`config.mk`:
```
export PLATFORM = sky130hd
export DESIGN_NAME = sra_access_top
export DESIGN_NICKNAME = d
export VERILOG_FILES = /design/src/rtl/sra_pkg.sv /design/src/rtl/sra_onehot_dec.sv /design/src/rtl/sra_phase_seq.sv /design/src/rtl/sra_cell_array.sv /design/src/rtl/sra_access_top.sv
export SDC_FILE = /design/constraint.sdc
export NUM_CORES = 1
export LEC_CHECK = 0
export CORE_AREA = 2 2 132 198
export DETAILED_ROUTE_END_ITERATION = 8
export DIE_AREA = 0 0 134 200
export DONT_BUFFER_PORTS = 1
export HOLD_SLACK_MARGIN = 0.1
export PLACE_DENSITY = 0.58
export SLEW_MARGIN = 20
export SYNTH_ARGS = -nofsm -noshare
export SYNTH_HDL_FRONTEND = slang
export SYNTH_SLANG_ARGS = --single-unit
```
`constraint.sdc`:
```
create_clock -name clk -period 6.1 [get_ports clk]
set_input_delay 0.915 -clock clk [delete_from_list [all_inputs] [get_ports clk]]
set_output_delay 0.915 -clock clk [all_outputs]
set_load 0.02 [all_outputs]
```
`src/rtl/sra_pkg.sv`:
```
package sra_pkg;
    typedef enum logic [1:0] {
        PH_IDLE  = 2'd0,
        PH_FIRST = 2'd1,
        PH_EVAL  = 2'd2
    } phase_e;
endpackage

```
`src/rtl/sra_onehot_dec.sv`:
```
module sra_onehot_dec #(
    parameter int N  = 16,
    parameter int IW = 4
) (
    input  logic          en,
    input  logic [IW-1:0] idx,
    output logic [N-1:0]  hot
);
    for (genvar i = 0; i < N; i++) begin : g_line
        assign hot[i] = en && (idx == IW'(i));
    end
endmodule

```
`src/rtl/sra_phase_seq.sv`:
```
module sra_phase_seq
    import sra_pkg::*;
#(
    parameter int ROW_W = 4,
    parameter int SEL_W = 1,
    parameter int SUB_W = 8
) (
    input  logic             clk,
    input  logic             rst_n,
    input  logic             req_vld,
    input  logic             req_wr,
    input  logic [ROW_W-1:0] row_addr,
    input  logic [SEL_W-1:0] sub_sel,
    input  logic [SUB_W-1:0] wdata,
    input  logic [SUB_W-1:0] rbl_sel,
    output logic             ph_first,
    output logic             ph_eval,
    output logic             op_wr,
    output logic [ROW_W-1:0] row_q,
    output logic [SEL_W-1:0] sub_q,
    output logic [SUB_W-1:0] wdata_q,
    output logic [SUB_W-1:0] rdata,
    output logic             rvalid
);
    typedef struct packed {
        phase_e             ph;
        logic               wr;
        logic [ROW_W-1:0]   row;
        logic [SEL_W-1:0]   sub;
        logic [SUB_W-1:0]   wd;
        logic [SUB_W-1:0]   rd;
        logic               rv;
    } seq_t;

    seq_t s_d, s_q;
    logic accept;

    always_comb begin
        s_d    = s_q;
        s_d.rv = 1'b0;
        if (s_q.ph == PH_EVAL && !s_q.wr) begin
            s_d.rv = 1'b1;
            s_d.rd = rbl_sel;
        end
        accept = req_vld && (s_q.ph != PH_FIRST);
        if (accept) begin
            s_d.ph  = PH_FIRST;
            s_d.wr  = req_wr;
            s_d.row = row_addr;
            s_d.sub = sub_sel;
            s_d.wd  = wdata;
        end else if (s_q.ph == PH_FIRST) begin
            s_d.ph = PH_EVAL;
        end else begin
            s_d.ph = PH_IDLE;
        end
    end

    always_ff @(posedge clk or negedge rst_n) begin
        if (!rst_n) s_q <= '0;
        else        s_q <= s_d;
    end

    assign ph_first = (s_q.ph == PH_FIRST);
    assign ph_eval  = (s_q.ph == PH_EVAL);
    assign op_wr    = s_q.wr;
    assign row_q    = s_q.row;
    assign sub_q    = s_q.sub;
    assign wdata_q  = s_q.wd;
    assign rdata    = s_q.rd;
    assign rvalid   = s_q.rv;


    first_to_eval_chk: assert property (@(posedge clk) disable iff (!rst_n)
        (s_q.ph == PH_FIRST) |=> (s_q.ph == PH_EVAL));

    eval_chain_chk: assert property (@(posedge clk) disable iff (!rst_n)
        (s_q.ph == PH_EVAL && req_vld) |=> (s_q.ph == PH_FIRST));
endmodule

```
`src/rtl/sra_cell_array.sv`:
```
module sra_cell_array #(
    parameter int ROWS  = 16,
    parameter int SUBS  = 2,
    parameter int SUB_W = 8
) (
    input  logic                          clk,
    input  logic [ROWS*SUBS-1:0]          wwl,
    input  logic [ROWS*SUBS-1:0]          collapse,
    input  logic [ROWS-1:0]               rwl,
    input  logic [ROWS-1:0]               foot_low,
    input  logic                          prech,
    input  logic [SUB_W-1:0]              wdata,
    output logic [SUBS-1:0][SUB_W-1:0]    rbl
);
    localparam int WORDS = ROWS * SUBS;

    logic [WORDS-1:0][SUB_W-1:0] pull_dn;

    for (genvar g = 0; g < WORDS; g++) begin : g_word
        logic [SUB_W-1:0] word_q;
        // data settles once the supply is restored, second phase
        always_ff @(posedge clk) begin
            if (wwl[g] && !collapse[g]) word_q <= wdata;
        end
        assign pull_dn[g] = (rwl[g/SUBS] && foot_low[g/SUBS]) ? ~word_q : '0;
    end

    always_comb begin
        for (int s = 0; s < SUBS; s++) begin
            logic [SUB_W-1:0] low;
            low = '0;
            for (int r = 0; r < ROWS; r++) low = low | pull_dn[r*SUBS+s];
            rbl[s] = prech ? '1 : ~low;
        end
    end
endmodule

```
`src/rtl/sra_access_top.sv`:
```
module sra_access_top #(
    parameter int ROWS  = 16,
    parameter int SUBS  = 2,
    parameter int SUB_W = 8,
    localparam int ROW_W = (ROWS > 1) ? $clog2(ROWS) : 1,
    localparam int SEL_W = (SUBS > 1) ? $clog2(SUBS) : 1
) (
    input  logic                  clk,
    input  logic                  rst_n,
    input  logic                  req_vld,
    input  logic                  req_wr,
    input  logic [ROW_W-1:0]      row_addr,
    input  logic [SEL_W-1:0]      sub_sel,
    input  logic [SUB_W-1:0]      wdata,
    output logic [ROWS*SUBS-1:0]  wwl_o,
    output logic [ROWS*SUBS-1:0]  collapse_o,
    output logic [ROWS-1:0]       rwl_o,
    output logic [ROWS-1:0]       foot_low_o,
    output logic                  prech_o,
    output logic [SUB_W-1:0]      rdata_o,
    output logic                  rvalid_o
);
    logic             ph_first, ph_eval, op_wr;
    logic [ROW_W-1:0] row_q;
    logic [SEL_W-1:0] sub_q;
    logic [SUB_W-1:0] wdata_q;
    logic [SUB_W-1:0] rbl_sel;
    logic [SUBS-1:0][SUB_W-1:0] rbl;
    logic [ROWS-1:0]  row_hot;
    logic [SUBS-1:0]  sub_hot;
    logic             wr_act, col_act, rd_act;

    sra_phase_seq #(.ROW_W(ROW_W), .SEL_W(SEL_W), .SUB_W(SUB_W)) u_seq (
        .clk(clk), .rst_n(rst_n), .req_vld(req_vld), .req_wr(req_wr),
        .row_addr(row_addr), .sub_sel(sub_sel), .wdata(wdata),
        .rbl_sel(rbl_sel), .ph_first(ph_first), .ph_eval(ph_eval),
        .op_wr(op_wr), .row_q(row_q), .sub_q(sub_q), .wdata_q(wdata_q),
        .rdata(rdata_o), .rvalid(rvalid_o)
    );

    assign wr_act  = op_wr && (ph_first || ph_eval);
    assign col_act = op_wr && ph_first;
    assign rd_act  = !op_wr && ph_eval;

    // shared row decode, per-sub-row gating
    sra_onehot_dec #(.N(ROWS), .IW(ROW_W)) u_row_dec (
        .en(wr_act || rd_act), .idx(row_q), .hot(row_hot));
    sra_onehot_dec #(.N(SUBS), .IW(SEL_W)) u_sub_dec (
        .en(wr_act), .idx(sub_q), .hot(sub_hot));

    for (genvar r = 0; r < ROWS; r++) begin : g_row
        for (genvar s = 0; s < SUBS; s++) begin : g_sub
            assign wwl_o[r*SUBS+s]      = wr_act  && row_hot[r] && sub_hot[s];
            assign collapse_o[r*SUBS+s] = col_act && row_hot[r] && sub_hot[s];
        end
        assign rwl_o[r]      = rd_act && row_hot[r];
        assign foot_low_o[r] = rd_act && row_hot[r];
    end

    assign prech_o = !(wr_act || rd_act);
    assign rbl_sel = rbl[sub_q];

    sra_cell_array #(.ROWS(ROWS), .SUBS(SUBS), .SUB_W(SUB_W)) u_array (
        .clk(clk), .wwl(wwl_o), .collapse(collapse_o), .rwl(rwl_o),
        .foot_low(foot_low_o), .prech(prech_o), .wdata(wdata_q), .rbl(rbl)
    );


    prech_excl_chk: assert property (@(posedge clk) disable iff (!rst_n)
        !(prech_o && ((|wwl_o) || (|rwl_o))));

    single_row_chk: assert property (@(posedge clk) disable iff (!rst_n)
        $onehot0(wwl_o) && $onehot0(rwl_o) && $onehot0(foot_low_o) && $onehot0(collapse_o));

    collapse_half_chk: assert property (@(posedge clk) disable iff (!rst_n)
        (|collapse_o) |=> ((wwl_o == $past(wwl_o)) && !(|collapse_o)));

    foot_match_chk: assert property (@(posedge clk) disable iff (!rst_n)
        (foot_low_o == rwl_o) && !((|foot_low_o) && (|wwl_o)));

    rvalid_src_chk: assert property (@(posedge clk) disable iff (!rst_n)
        rvalid_o |-> ($past(|rwl_o) && !(|rwl_o)));
endmodule

```
# Word-level counts from Yosys, hierarchy flattened

Index checks and enable logic that the tools add are counted.

Bitwise operators: 65
Reductions and logical operators: 203
Magnitude comparators: 1
Multiplexer cells: 39
Eq/ne operators: 18

Operator list:

| kind                 | count |
|---|---|
| $mux W8              | 36 |
| $not A8 Y8           | 34 |
| $or A8 B8 Y8         | 30 |
| $logic_and A1 B1 Y1  | 166 |
| $logic_not A1 Y1     | 34 |
| $eq A4 B4 Y1 const B | 8 |
| $eq A4 B3 Y1 const B | 4 |
| $eq A4 B2 Y1 const B | 2 |
| $eq A4 B1 Y1 const B | 1 |
| $logic_not A4 Y1     | 1 |
| $mux W2              | 2 |
| $eq A2 B1 Y1 const B | 1 |
| $eq A2 B2 Y1 const B | 1 |
| $logic_or A1 B1 Y1   | 2 |
| $lt A1 B2 Y1 const B | 1 |
| $ne A2 B1 Y1 const B | 1 |
| $mux W1              | 1 |
| $not A1 Y1           | 1 |

Register bits after elaboration: 281
Bits of input ports: 17
Word-level logic and storage cells: 365
Output and inout port bits: 106

# Longest topological paths before layout

Gate-level depths: netlist of the first run.

Depth after elaboration: 26
Gate-level depth with buffers: 9
Depth with buffers taken out: 9

# Hierarchy

Synthesis of the first run repeated with hierarchy kept, for this count alone.

Cells, all modules: 788
Area total of the unflattened synthesis: 12102.9 um2

Modules (own cells, without submodules):

| module                      | instances | seq. area each (um2) | area an instance (um2) | cells an instance |
|---|---|---|---|---|
| sra_cell_array              | 1         | 7687.4               | 9629.2                 | 552 |
| sra_access_top              | 1         | 0.0                  | 1214.9                 | 136 |
| sra_phase_seq               | 1         | 625.6                | 1124.8                 | 75 |
| sra_onehot_dec at u_row_dec | 1         | 0.0                  | 117.6                  | 23 |
| sra_onehot_dec at u_sub_dec | 1         | 0.0                  | 16.3                   | 2 |

# Least setup slack after synthesis of the first run

OpenSTA, ideal clock, no wires.

Path kind: register to output
Start: register u_seq.s_q[23] (netlist name)
End: output port rwl_o[0]
Stages on the path, launching flop included: 8
Slack: 3.506 ns
Path buffers: 2
Arrival: 1.679 ns
Data required time: 5.185 ns
Path through: dfrtp_1 -> inv_1 -> ha_1 -> nor4b_4 -> nand2_1 -> buf_2 -> inv_1 -> buf_4

Word-level cells in the longest chain between the ends: 6
Elaborated cells on any way between the ends: 8
Classes of those cells: eq/ne (2); reduce/logical (6)

Ends and longest elaborated chain:

| item                                         | RTL line                                 | source |
|---|---|---|
| start, declared                              | sra_phase_seq.sv:35                      | `seq_t s_d, s_q;` |
| start signal, assigned                       | sra_phase_seq.sv:60                      | `if (!rst_n) s_q <= '0;` |
| start signal, assigned                       | sra_phase_seq.sv:61                      | `else s_q <= s_d;` |
| $eq A2 B1 Y1 or $eq A2 B2 Y1 (tied branches) | sra_phase_seq.sv:64, sra_phase_seq.sv:65 |  |
| $logic_or A1 B1 Y1                           | sra_access_top.sv:41                     | `assign wr_act = op_wr && (ph_first \|\| ph_eval);` |
| $logic_and A1 B1 Y1                          | sra_access_top.sv:41                     |  |
| $logic_or A1 B1 Y1                           | sra_access_top.sv:47                     | `.en(wr_act \|\| rd_act), .idx(row_q), .hot(row_hot));` |
| $logic_and A1 B1 Y1                          | sra_onehot_dec.sv:10                     | `assign hot[i] = en && (idx == IW'(i));` |
| $logic_and A1 B1 Y1 (*)                      | -                                        |  |
| end, declared                                | sra_access_top.sv:17                     | `output logic [ROWS-1:0] rwl_o,` |

Mark *: on every way between the ends. The rest lies on a longest branch, timed or not.

# Worst setup path in the final report of the first run

Start: register u_seq.s_q (netlist bit u_seq.row_q[1])
End: output port rwl_o[8]

Word-level cells in the longest chain between the ends: 3

Ends and longest elaborated chain:

| item                | RTL line |
|---|---|
| $eq A4 B4 Y1        | sra_onehot_dec.sv:10 |
| $logic_and A1 B1 Y1 | sra_onehot_dec.sv:10 |
| $logic_and A1 B1 Y1 | - |

Every way passes these cells.

==> metrics.txt, run 1 <==
Slew Viols, Final=0; Total GRT Usage=24.1%; vias=6532; H-tree depth=1; actual slew at the worst max-slew pin=1140 ps; peak supply drop=0.185 mV; total congestion overflow=0; drt total wl=32.5 mm; Worst Hold Class=primary input to async pin; clock root cell=clkbuf_16; Area Overhead vs Synth=8.45%; ANT cells=0; Seq/Total Area, Yosys=between 70% and 80%; worst endpoint required time=5180 ps; met3 GRT Util=2.75%; crit path capture type=primary output; Starting DRT DRC Count=940; fmax=265 MHz; largest net degree at the start of global routing=34; vias per cell=6.03; Clock power frac=between 30% and 40%; synthesized instance count=761; post-route core utilization=48.4%; cell accounting for the most synthesized area=edfxtp_1; fin crit period=3770 ps; ys async rst share=8.90%; hold violation total from the final report=0; fin area=12100 um^2; Critical Path, Cell by Cell=nor4b_4 > nand2_1 > inv_1; CP peak stage delay=680 ps; Comb pwr share=around 6.2%; met1 Resource Use GR=26.8%; final number of setup-violating endpoints=0; synthesized area per cell=14.7 um^2; Finished Layout Cells=between 1000 and 1500; Flop pwr share=56.2%; Worst-Skew Late Latency=540 ps; static leakage=4.28 nW; I/O pin total=123; clk sinks=around 280; # nets final=756; clock tree buffer depth=3; Die Wd=134 um; synth unique cells=49; clock skew=14.3 ps; Post-synth EDFFs=256; initial antenna violation count=0; Crit-path slowest cell=dfrtp_1; Starting Density=44.7%; P_int=about 3.2 mW; CTS tree=built; grt met2 use=a little under half; Detailed Place HPWL=approximately 21 mm; layout cell share with drive strength beyond 1=12.7%; die area=26800 um^2; die height=200 um; setup_tns=0 ps; GPL Wtd Cong=between 0.8 and 0.9; Final Cycle Share=61.8%; Post-synth top cells=256 x edfxtp_1, 92 x o22ai_1, 85 x nor2_1, 50 x inv_1, 42 x nand2_1; CTS resizes=0; global-route wire length before repair=46.1 mm; Final WS setup=2330 ps; Yosys top cell area share=68.9%; crit-path leading delay family=simple AND/OR/NAND/NOR gates; CTS buffer count=26; switch share=24.7%; kind of critical path=flip-flop to primary output; Max-slew headroom=23.5%; status=completed; postcts setup bufs=0; Avg WL per Cell=around 30 um; most frequent cell after synthesis=edfxtp_1; #FFs+latches synth=between 200 and 300; antenna viol nets, final=0; pwr/cell area=approximately 350 nW/um^2; Rows=71; Worst Path Max Fanout=22; clock-pin slew on the worst setup and hold paths=70 ps; Synth area leaders=edfxtp_1 69%, dfrtp_1 5.6%, o22ai_1 5.2%; grt peak-use layer=met2; DRC Markers=0; final hold slack=187 ps; RSZ-0062 raised after global routing=false; Synthesized Nets=between 700 and 800; drt pass-1 iters=6; post-synthesis cell area=11200 um^2; WP data arrival=2850 ps; CTS Hold Bufs=1; Critical path buffers and inverters=1; Power, Total=4.28 mW; Ys Warns=0; DP Area=11200 um^2; vias in the first global route=6539; placed cell count=1036; P_sw=1.06 mW; Max Cap Viol=0; Setup Slack @ Placement=2950 ps; Top FF cell, synth=edfxtp_1; Worst Setup Start Kind=flip-flop; I/O Buffers=0; core footprint=~25000 um^2
==> metal layers <==
metal / vias up / share of wire, %
li1: 2797 / -
met1: 3366 / 35
met2: 296 / 55
met3: 73 / 5.6
met4: 0 / 4.3
met5: - / 0
==> layout by cell type, fill, tap and decap left out, types with 4 or more instances in the layout <==
cell	count
clkinv_1	7
o2111ai_1	7
o22ai_1	92
nor4_1	18
buf_4	8
mux2i_1	8
o21ai_0	17
nand2b_1	5
o22a_1	10
clkbuf_16	26
a22oi_1	7
o21ai_1	7
nor2_1	80
nand2_1	42
nor2_2	6
clkinv_2	4
nand2_2	8
mux2_2	16
dfrtp_1	21
nor3_1	6
nand2_4	4
edfxtp_1	256
dfrtp_2	4
inv_1	50
==> worst paths after layout <==
| check | startpoint | end | slack [ps] | depth (start not counted) |
|---|---|---|---|---|
| worst max register to register | u_seq.row_q[0] | u_seq.rdata[6] | 3120 | 6 |
| max in group asynchronous | rst_n | u_seq.wdata_q[5] | 5710 | 1 |
| worst min-delay path | rst_n | u_seq.rvalid | 190 | 1 |
| worst min register to register | u_seq.wdata_q[2] | u_seq.wdata_q[2] | 510 | 1 |
| worst max-delay path | u_seq.row_q[1] | rwl_o[8] | 2330 | 3 |
| min in group clk | u_seq.wdata_q[2] | u_seq.wdata_q[2] | 510 | 1 |
==> kinds of logic (layout without fill, tap and decap cells) <==
| kind of cell | after synthesis | in the layout | share of synthesized area [%] |
|---|---|---|---|
| AO/OA/AOI/OAI | 149 | 149 | 8.71 |
| buffers and inverters | 112 | 107 | 5.32 |
| flip-flops | 281 | 281 | 74.6 |
| adder cells (fa/ha/maj) | 2 | 2 | 0.224 |
| multiplexers | 25 | 25 | 2.54 |
| AND/OR/NAND/NOR | 192 | 192 | 8.66 |
==> worst reg2reg max path, delay by kind of cell, from the launching register on <==
family | cells | cell delay [ps]
simple gates | 3 | 1510
flops | 1 | 910
compound gates | 3 | 480
==> final cells by class <==
class | count | area [um^2]
fill | 2120 | 12900
sequential | 281 | 8320
multi-input combinational | 368 | 2260
clock buffer | 32 | 703
tap | 328 | 410
inverter | 51 | 191
clock inverter | 15 | 131
timing repair buffer | 9 | 80.1
==> power by group through the flow <==
stage / Sequential (mW) / Clock (mW) / Combinational, mW
after CTS: 2.41 / 1.61 / 0.266
after global routing: 2.42 / 1.69 / 0.285
final: 2.41 / 1.61 / 0.267
after detailed placement: 2.45 / 0 / 0.258
after global placement: 2.44 / 0 / 0.255
after floorplan: 2.34 / 0 / 0.271
==> sequential cells by signal (all words and copies together) (netlist names) <==
register,cells
u_array.g_word.word_q,256
u_seq.rdata,8
u_seq.wdata_q,8
u_seq.row_q,4
u_seq.s_q,2
u_seq.op_wr,1
u_seq.rvalid,1
u_seq.sub_q,1
Note: power is estimated with default switching activity, not from simulation.
==> run 2: changes to the inputs <==
--- a/config.mk
+++ b/config.mk
@@ -5,9 +5,10 @@
 export SDC_FILE = /design/constraint.sdc
 export NUM_CORES = 1
 export LEC_CHECK = 0
-export CORE_AREA = 2 2 132 198
+export ABC_AREA = 1
+export CORE_AREA = 2 2 141 212
 export DETAILED_ROUTE_END_ITERATION = 8
-export DIE_AREA = 0 0 134 200
+export DIE_AREA = 0 0 143 214
 export DONT_BUFFER_PORTS = 1
 export HOLD_SLACK_MARGIN = 0.1
 export PLACE_DENSITY = 0.58
==> constraint.sdc (replaced) <==
create_clock -name clk -period 3.5 [get_ports clk]
set_input_delay 0.525 -clock clk [delete_from_list [all_inputs] [get_ports clk]]
set_output_delay 0.525 -clock clk [all_outputs]
set_load 0.02 [all_outputs]
==> run 2 against run 1 <==
  * Sequential share of layout area shrank 12 points
  * Routed wire length grew 21%
  * Via count increased by 40%
  * Worst setup slack lost 2200 ps
  * Cell area increased by 21%
  * Worst hold slack got worse by 70 ps
  * Total power is 80% higher
  * Critical path depth rose by 4
  * Non-clock buffer count rose by 99
  * Combinational power grew to 3.0 times the previous value
  * Die area up 14%
  * First-iteration DRC count is 3.5% higher
  * Critical path type unchanged
  * Largest cell class unchanged
==> metrics.txt, run 2 <==
status=completed; synthesized instance count=1300 (+71%); Starting DRT DRC Count=973 (+3.5%); #FFs+latches synth=281 (unchanged); setup_tns=0 ps (unchanged); Worst Path Max Fanout=26 (+18%); cell accounting for the most synthesized area=edfxtp_1; P_int=5.68 mW (+76%); kind of critical path=flip-flop to primary output; global-route wire length before repair=57.5 mm (+25%); Area Overhead vs Synth=14.2%; worst-case reg-to-reg path depth=7 (+1); largest net degree at the start of global routing=82 (+140%); largest reg by FF count=u_array.g_word.word_q; crit-path leading delay family=simple AND/OR/NAND/NOR gates; Critical Path, Cell by Cell=clkinv_1 > nor2_1 > inv_1 > buf_4 > nor2_1 > inv_1 > nor2_1; vias=9142 (+40%); switch share=26.2% (+1.5 points); vias in the first global route=8734 (+34%); peak supply drop=0.389 mV (+110%); clock skew=16.2 ps (+1.83 ps); DRC Markers=0 (unchanged); Max Cap Viol=0 (unchanged); drt pass-1 iters=6 (unchanged); Avg WL per Cell=22.3 um (-25%); Clock power frac=38.0% (+0.5 points); Crit-path slowest cell=dfrtp_1; Worst Setup Start Kind=flip-flop; Endpoint, Worst Hold=u_seq.wdata_q[6]; Top FF cell, synth=edfxtp_1; hold depth=2; Total GRT Usage=26.0% (+1.8 points); most frequent cell after synthesis=nand2_1; actual slew at the worst max-slew pin=999 ps (-145 ps); clock tree buffer depth=3 (unchanged); postcts setup bufs=0 (unchanged); Yosys top cell area share=59.8% (-9.1 points); antenna viol nets, final=0 (unchanged); Post-synth EDFFs=256 (unchanged); synthesized area per cell=9.89 um^2 (-33%); layout cell share with drive strength beyond 1=11.1% (-1.6 points); RR Startpoint=u_seq.sub_q; Post-synth top cells=288 x nand2_1, 256 x edfxtp_1, 201 x inv_1, 189 x nor2_1, 126 x nand3_1; Largest register FFs=256 (unchanged); Rows=76 (+7.0%); vias per cell=5.18 (-14%); Max-slew headroom=33.3% (+9.9 points); synth unique cells=18 (-63%); I/O Buffers=0 (unchanged); core footprint=28600 um^2 (+15%); Die Wd=143 um (+6.7%); Worst Hold Class=primary input to flip-flop; post-synthesis cell area=12900 um^2 (+15%); drt total wl=39.4 mm (+21%); Comb pwr share=10.4% (+4.2 points); P_sw=2.02 mW (+91%); Starting Density=44.9% (+0.24 points); WP data arrival=2850 ps (about the same); crit path capture type=primary output; fin crit period=roughly 3400 ps; Ys Warns=0 (unchanged); clk sinks=281 (unchanged); RSZ-0062 raised after global routing=false; Synth area leaders=edfxtp_1 60%, nand2_1 8.4%, inv_1 5.9%; total congestion overflow=0 (unchanged); clock-pin slew on the worst setup and hold paths=70 ps (about the same); Slew Viols, Final=0 (unchanged); Synthesized Nets=1319 (+69%); setup slack, reg-to-reg=590 ps (-2530 ps); die height=214 um (+7.0%); worst endpoint required time=2970 ps (-2210 ps); Final Cycle Share=a little over nine tenths; Critical path buffers and inverters=4 (+3); pwr/cell area=525 nW/um^2 (+48%); initial antenna violation count=0 (unchanged); Setup Slack @ Placement=644 ps (-2300 ps); clock root cell=clkbuf_16; commonest non-fill, non-tap cells in the layout=288 x nand2_1, 256 x edfxtp_1, 201 x inv_1, 187 x nor2_1, 126 x nand3_1; Seq/Total Area, Yosys=64.7% (-9.9 points); Worst-Skew Late Latency=550 ps (about the same); H-tree depth=1 (unchanged); Critical Path Most Common Cell=nor2_1; die area=30600 um^2 (+14%); hold violation total from the final report=0 (unchanged); static leakage=6.35 nW (+48%); CTS tree=built; commonest non-fill, non-tap cell in the layout=nand2_1; Flop pwr share=51.6% (-4.6 points); reg-to-reg critical path endpoint=u_array.g_word[11].word_q[0]; GPL Wtd Cong=0.909 (+2.8%); CTS buffer count=27 (+3.8%); final number of setup-violating endpoints=0 (unchanged); Detailed Place HPWL=26.9 mm (+26%); Final WS setup=128 ps (-2200 ps); # nets final=1376 (+82%); fmax=297 MHz; ANT cells=0 (unchanged); ys async rst share=8.90% (unchanged); I/O pin total=123 (unchanged); hold path start=wdata[6]; CP peak stage delay=550 ps (-130 ps)
run 2: changes by cell type after synthesis, moves of 12 or more:
cell | before | now
buf_2 | 12 | 32
inv_1 | 50 | 201
mux2_2 | 16 | 0
nand2_1 | 42 | 288
nand3_1 | 3 | 126
nand3b_1 | 0 | 90
nor2_1 | 85 | 189
nor3_1 | 6 | 18
nor4_1 | 18 | 0
o22ai_1 | 92 | 0
run 2: how the worst max path moves through the flow:
stage,startpoint,end,slack (ps),depth (start not counted)
6_report,u_seq.sub_q,collapse_o[31],130,7
5_1_grt,u_seq.s_q[23],collapse_o[8],4,9
4_1_cts,u_seq.sub_q,collapse_o[31],120,7
3_5_place_dp,u_seq.sub_q,u_array.g_word[11].word_q[2],640,7
3_3_place_gp,u_seq.sub_q,u_array.g_word[11].word_q[0],630,7
2_1_floorplan,u_seq.s_q[23],collapse_o[31],1100,10
run 2: stage by stage:
stage	hold slack, ps	cell area, um^2	instances	util, %	power (mW)
6_report	117	14700	1765	51.3	7.70
5_1_grt	109	14700	1765	51.3	7.91
4_1_cts	104	14700	1765	51.3	7.73
3_5_place_dp	230	13700	1711	47.9	4.83
3_3_place_gp	230	13700	1711	47.9	4.82
2_1_floorplan	229	12900	1300	-	4.51
run 2: cells by family after synthesis:
| kind of cell | after synthesis | synth area share, % |
|---|---|---|
| AO/OA/AOI/OAI | 9 | 0.350 |
| flip-flops | 281 | 64.7 |
| AND/OR/NAND/NOR | 725 | 25.5 |
| buffers and inverters | 283 | 9.31 |
| adder cells (fa/ha/maj) | 2 | 0.195 |
run 2: worst register-to-register path, delay by kind of cell, from the launching register on:
| kind | cells | cell delay (ps) |
|---|---|---|
| flip-flops | 1 | 550 |
| AND/OR/NAND/NOR | 3 | 1130 |
| buffers and inverters | 4 | 850 |
run 2: layout make-up:
class	instances	area (um^2)
timing repair buffer	108	876
sequential	281	8310
clock inverter	12	97.6
clock buffer	35	790
inverter	203	762
tap	390	488
fill	2600	13900
multi-input combinational	736	3350
run 2: layer usage:
layer | global-route usage [%] | part of all wire, % | vias to the layer above
met5 | 0 | 0 | -
met4 | 11.7 | 5.1 | 0
met3 | 2.79 | 6.8 | 87
met2 | 44.4 | 50 | 400
met1 | 33.0 | 38 | 4373
li1 | - | - | 4282
run 2: repair_timing:
item,CTS,global route
resized for setup,0,1
setup endpoints to repair,0,1
hold buffers,7,0
hold endpoints to repair,30,0
run 2: power by group through the flow:
stage                     registers, mW  logic (mW)  clock network [mW]
after CTS                          3.98       0.799                2.96
final                              3.98       0.799                2.93
after floorplan                    4.03       0.483                   0
after global routing               3.98       0.856                3.08
after detailed placement           4.05       0.782                   0
after global placement             4.05       0.777                   0
==> run 3: changes to the inputs <==
--- a/config.mk
+++ b/config.mk
@@ -6,11 +6,12 @@
 export NUM_CORES = 1
 export LEC_CHECK = 0
 export ABC_AREA = 1
-export CORE_AREA = 2 2 141 212
+export CORE_AREA = 2 2 123 245
 export DETAILED_ROUTE_END_ITERATION = 8
-export DIE_AREA = 0 0 143 214
+export DIE_AREA = 0 0 125 247
 export DONT_BUFFER_PORTS = 1
 export HOLD_SLACK_MARGIN = 0.1
+export MAX_ROUTING_LAYER = met4
 export PLACE_DENSITY = 0.58
 export SLEW_MARGIN = 20
 export SYNTH_ARGS = -nofsm -noshare
==> run 3 against run 2 <==
  * Cell count fell by 1.0%
  * Die area rose by 0.89%
  * Critical endpoint is now collapse_o[30]
  * Non-clock buffer count rose by 7
  * Count of clock-buffer cells in the layout fell by 6
  * Highest routed layer unchanged
==> metrics.txt, run 3 (same netlist as run 2, synthesis figures left out) <==
Comb pwr share=10.0% (-0.4 points); clk sinks=281 (unchanged); largest reg by FF count=u_array.g_word.word_q; vias=9274 (+1.4%); Max Cap Viol=0 (unchanged); status=completed; Starting Density=44.1% (-0.85 points); Die Wd=125 um (-13%); WP data arrival=2600 ps (-250 ps); kind of critical path=flip-flop to primary output; Worst Hold Class=primary input to flip-flop; GPL Wtd Cong=0.961 (+5.7%); DRC Markers=0 (unchanged); Final Cycle Share=89.2% (-7.1 points); Total GRT Usage=26.9% (+0.97 points); # nets final=1383 (+0.51%); commonest non-fill, non-tap cells in the layout=288 x nand2_1, 256 x edfxtp_1, 201 x inv_1, 189 x nor2_1, 126 x nand3_1; Power, Total=7.85 mW (+1.9%); H-tree depth=1 (unchanged); die height=247 um (+15%); ANT cells=0 (unchanged); CTS tree=built; peak supply drop=0.533 mV (+37%); Max-slew headroom=43.2% (+9.9 points); fmax=320 MHz (+8.0%); Avg WL per Cell=23.3 um (+4.4%); Met2 Wirelength=20.7 mm (+4.2%); core footprint=29200 um^2 (+1.9%); clock tree buffer depth=3 (unchanged); vias per cell=5.31 (+2.5%); Worst-Skew Late Latency=560 ps (about the same); largest net degree at the start of global routing=55 (-33%); Worst Setup Start Kind=flip-flop; initial antenna violation count=0 (unchanged); hold violation total from the final report=0 (unchanged); global-route wire length before repair=58.8 mm (+2.2%); clock-pin slew on the worst setup and hold paths=60 ps (about the same); switch share=26.1% (-0.15 points); vias in the first global route=8906 (+2.0%); I/O pin total=123 (unchanged); clock root cell=clkbuf_16; fin area=14700 um^2 (+0.38%); die area=30900 um^2 (+0.89%); drt total wl=40.7 mm (+3.3%); Rows=89 (+17%); final number of setup-violating endpoints=0 (unchanged); metal3 WL=2.30 mm (-13%); final hold slack=114 ps (-2.78 ps); Flop pwr share=50.9% (-0.7 points); Detailed Place HPWL=27.8 mm (+3.2%); antenna viol nets, final=0 (unchanged); Highest Signal Layer=met4; fin crit period=3120 ps (-249 ps); P_int=5.81 mW (+2.2%); I/O Buffers=0 (unchanged); setup_tns=0 ps (unchanged); Area Overhead vs Synth=14.6%; total congestion overflow=0 (unchanged); Slew Viols, Final=0 (unchanged); CTS buffer count=27 (unchanged); area of the multi-input gates=3350 um^2 (-0.15%); Largest register FFs=256 (unchanged); actual slew at the worst max-slew pin=848 ps (-151 ps); layout cell share with drive strength beyond 1=11.2% (+0.15 points); RSZ-0062 raised after global routing=false; Clock power frac=39.1% (+1.1 points); clock skew=9.95 ps (-6.21 ps); commonest non-fill, non-tap cell in the layout=nand2_1; static leakage=6.41 nW (+0.84%); crit path capture type=primary output; wire length on met1=15.7 mm (+5.1%); drt pass-1 iters=7 (+1); Starting DRT DRC Count=739 (-24%); Worst Path Max Fanout=10 (-62%); DP Area=13700 um^2 (-0.14%); pwr/cell area=533 nW/um^2 (+1.6%); FF+latch area=8310 um^2 (about the same); P_sw=2.05 mW (+1.4%); worst endpoint required time=2970 ps (about the same); fillers=2702 (+3.9%)
[run 3: cell types whose count changed in the layout (fill, tap and decap cells not counted)]
cell / delta
dlygate4sd3_1: +5
bufinv_16: +4
clkinv_2: +4
clkbuf_16: -3
buf_4: +2
clkbuf_8: -2
nor2_1: +2
nor2_2: -2
clkbuf_1: -1
clkinvlp_4: -1
dfrtp_1: -1
dfrtp_2: +1
[run 3: power by group through the flow]
stage / combinational (mW) / sequential (mW) / clock [mW]
global route: 0.840 / 4.01 / 3.24
detailed placement: 0.764 / 4.07 / 0
global placement: 0.756 / 4.07 / 0
finish: 0.786 / 4.00 / 3.07
floorplan: 0.483 / 4.03 / 0
CTS: 0.786 / 4.00 / 3.11
[run 3: worst paths after layout]
path | from | end | slack, ps | depth (start not counted)
worst max-delay path | u_seq.row_q[0] | collapse_o[30] | 380 | 6
worst min-delay path | wdata[3] | u_seq.wdata_q[3] | 110 | 2
worst max register to register | u_seq.row_q[0] | u_array.g_word[31].word_q[0] | 790 | 6
worst min register to register | u_seq.op_wr | u_seq.rvalid | 590 | 1
max in group asynchronous | rst_n | u_seq.wdata_q[5] | 2910 | 2
min in group asynchronous | rst_n | u_seq.rdata[4] | 420 | 2
[run 3: through the flow]
step                instances  setup slack [ps]  util (%)
floorplan                1300              1100         -
global placement         1687               826      46.9
detailed placement       1687               775      46.9
CTS                      1747               378      50.5
global route             1747               251      50.5
finish                   1747               376      50.5
[run 3: what timing repair did]
| action | CTS | global route |
|---|---|---|
| hold buffers | 12 | 0 |
| buffers inserted | 0 | 0 |
| gates resized for setup | 0 | 0 |
| hold endpoints to repair | 35 | 0 |
| setup endpoints to repair | 0 | 0 |
[run 3: per-layer routing]
metal | GRT usage, % | vias up
li1 | - | 4305
met1 | 31.8 | 4507
met2 | 46.2 | 374
met3 | 3.03 | 88
met4 | 12.6 | 0
met5 | - | -
[run 3: worst max-delay path: stages (launching register included)]
cell     delay [ps]
dfrtp_1         410
nand2_1         190
nor2_2          500
inv_1           120
nor2_1          380
inv_1           110
nor2_1          320
[run 3: cell type report]
| cell class | count | share of cell area [%] |
|---|---|---|
| clock inverters | 19 | 1.56 |
| well taps | 364 | 3.09 |
| multi-input cells | 736 | 22.7 |
| repair buffers | 115 | 6.39 |
| inverters | 203 | 5.17 |
| clock buffers | 29 | 4.64 |
| flip-flops and latches | 281 | 56.4 |
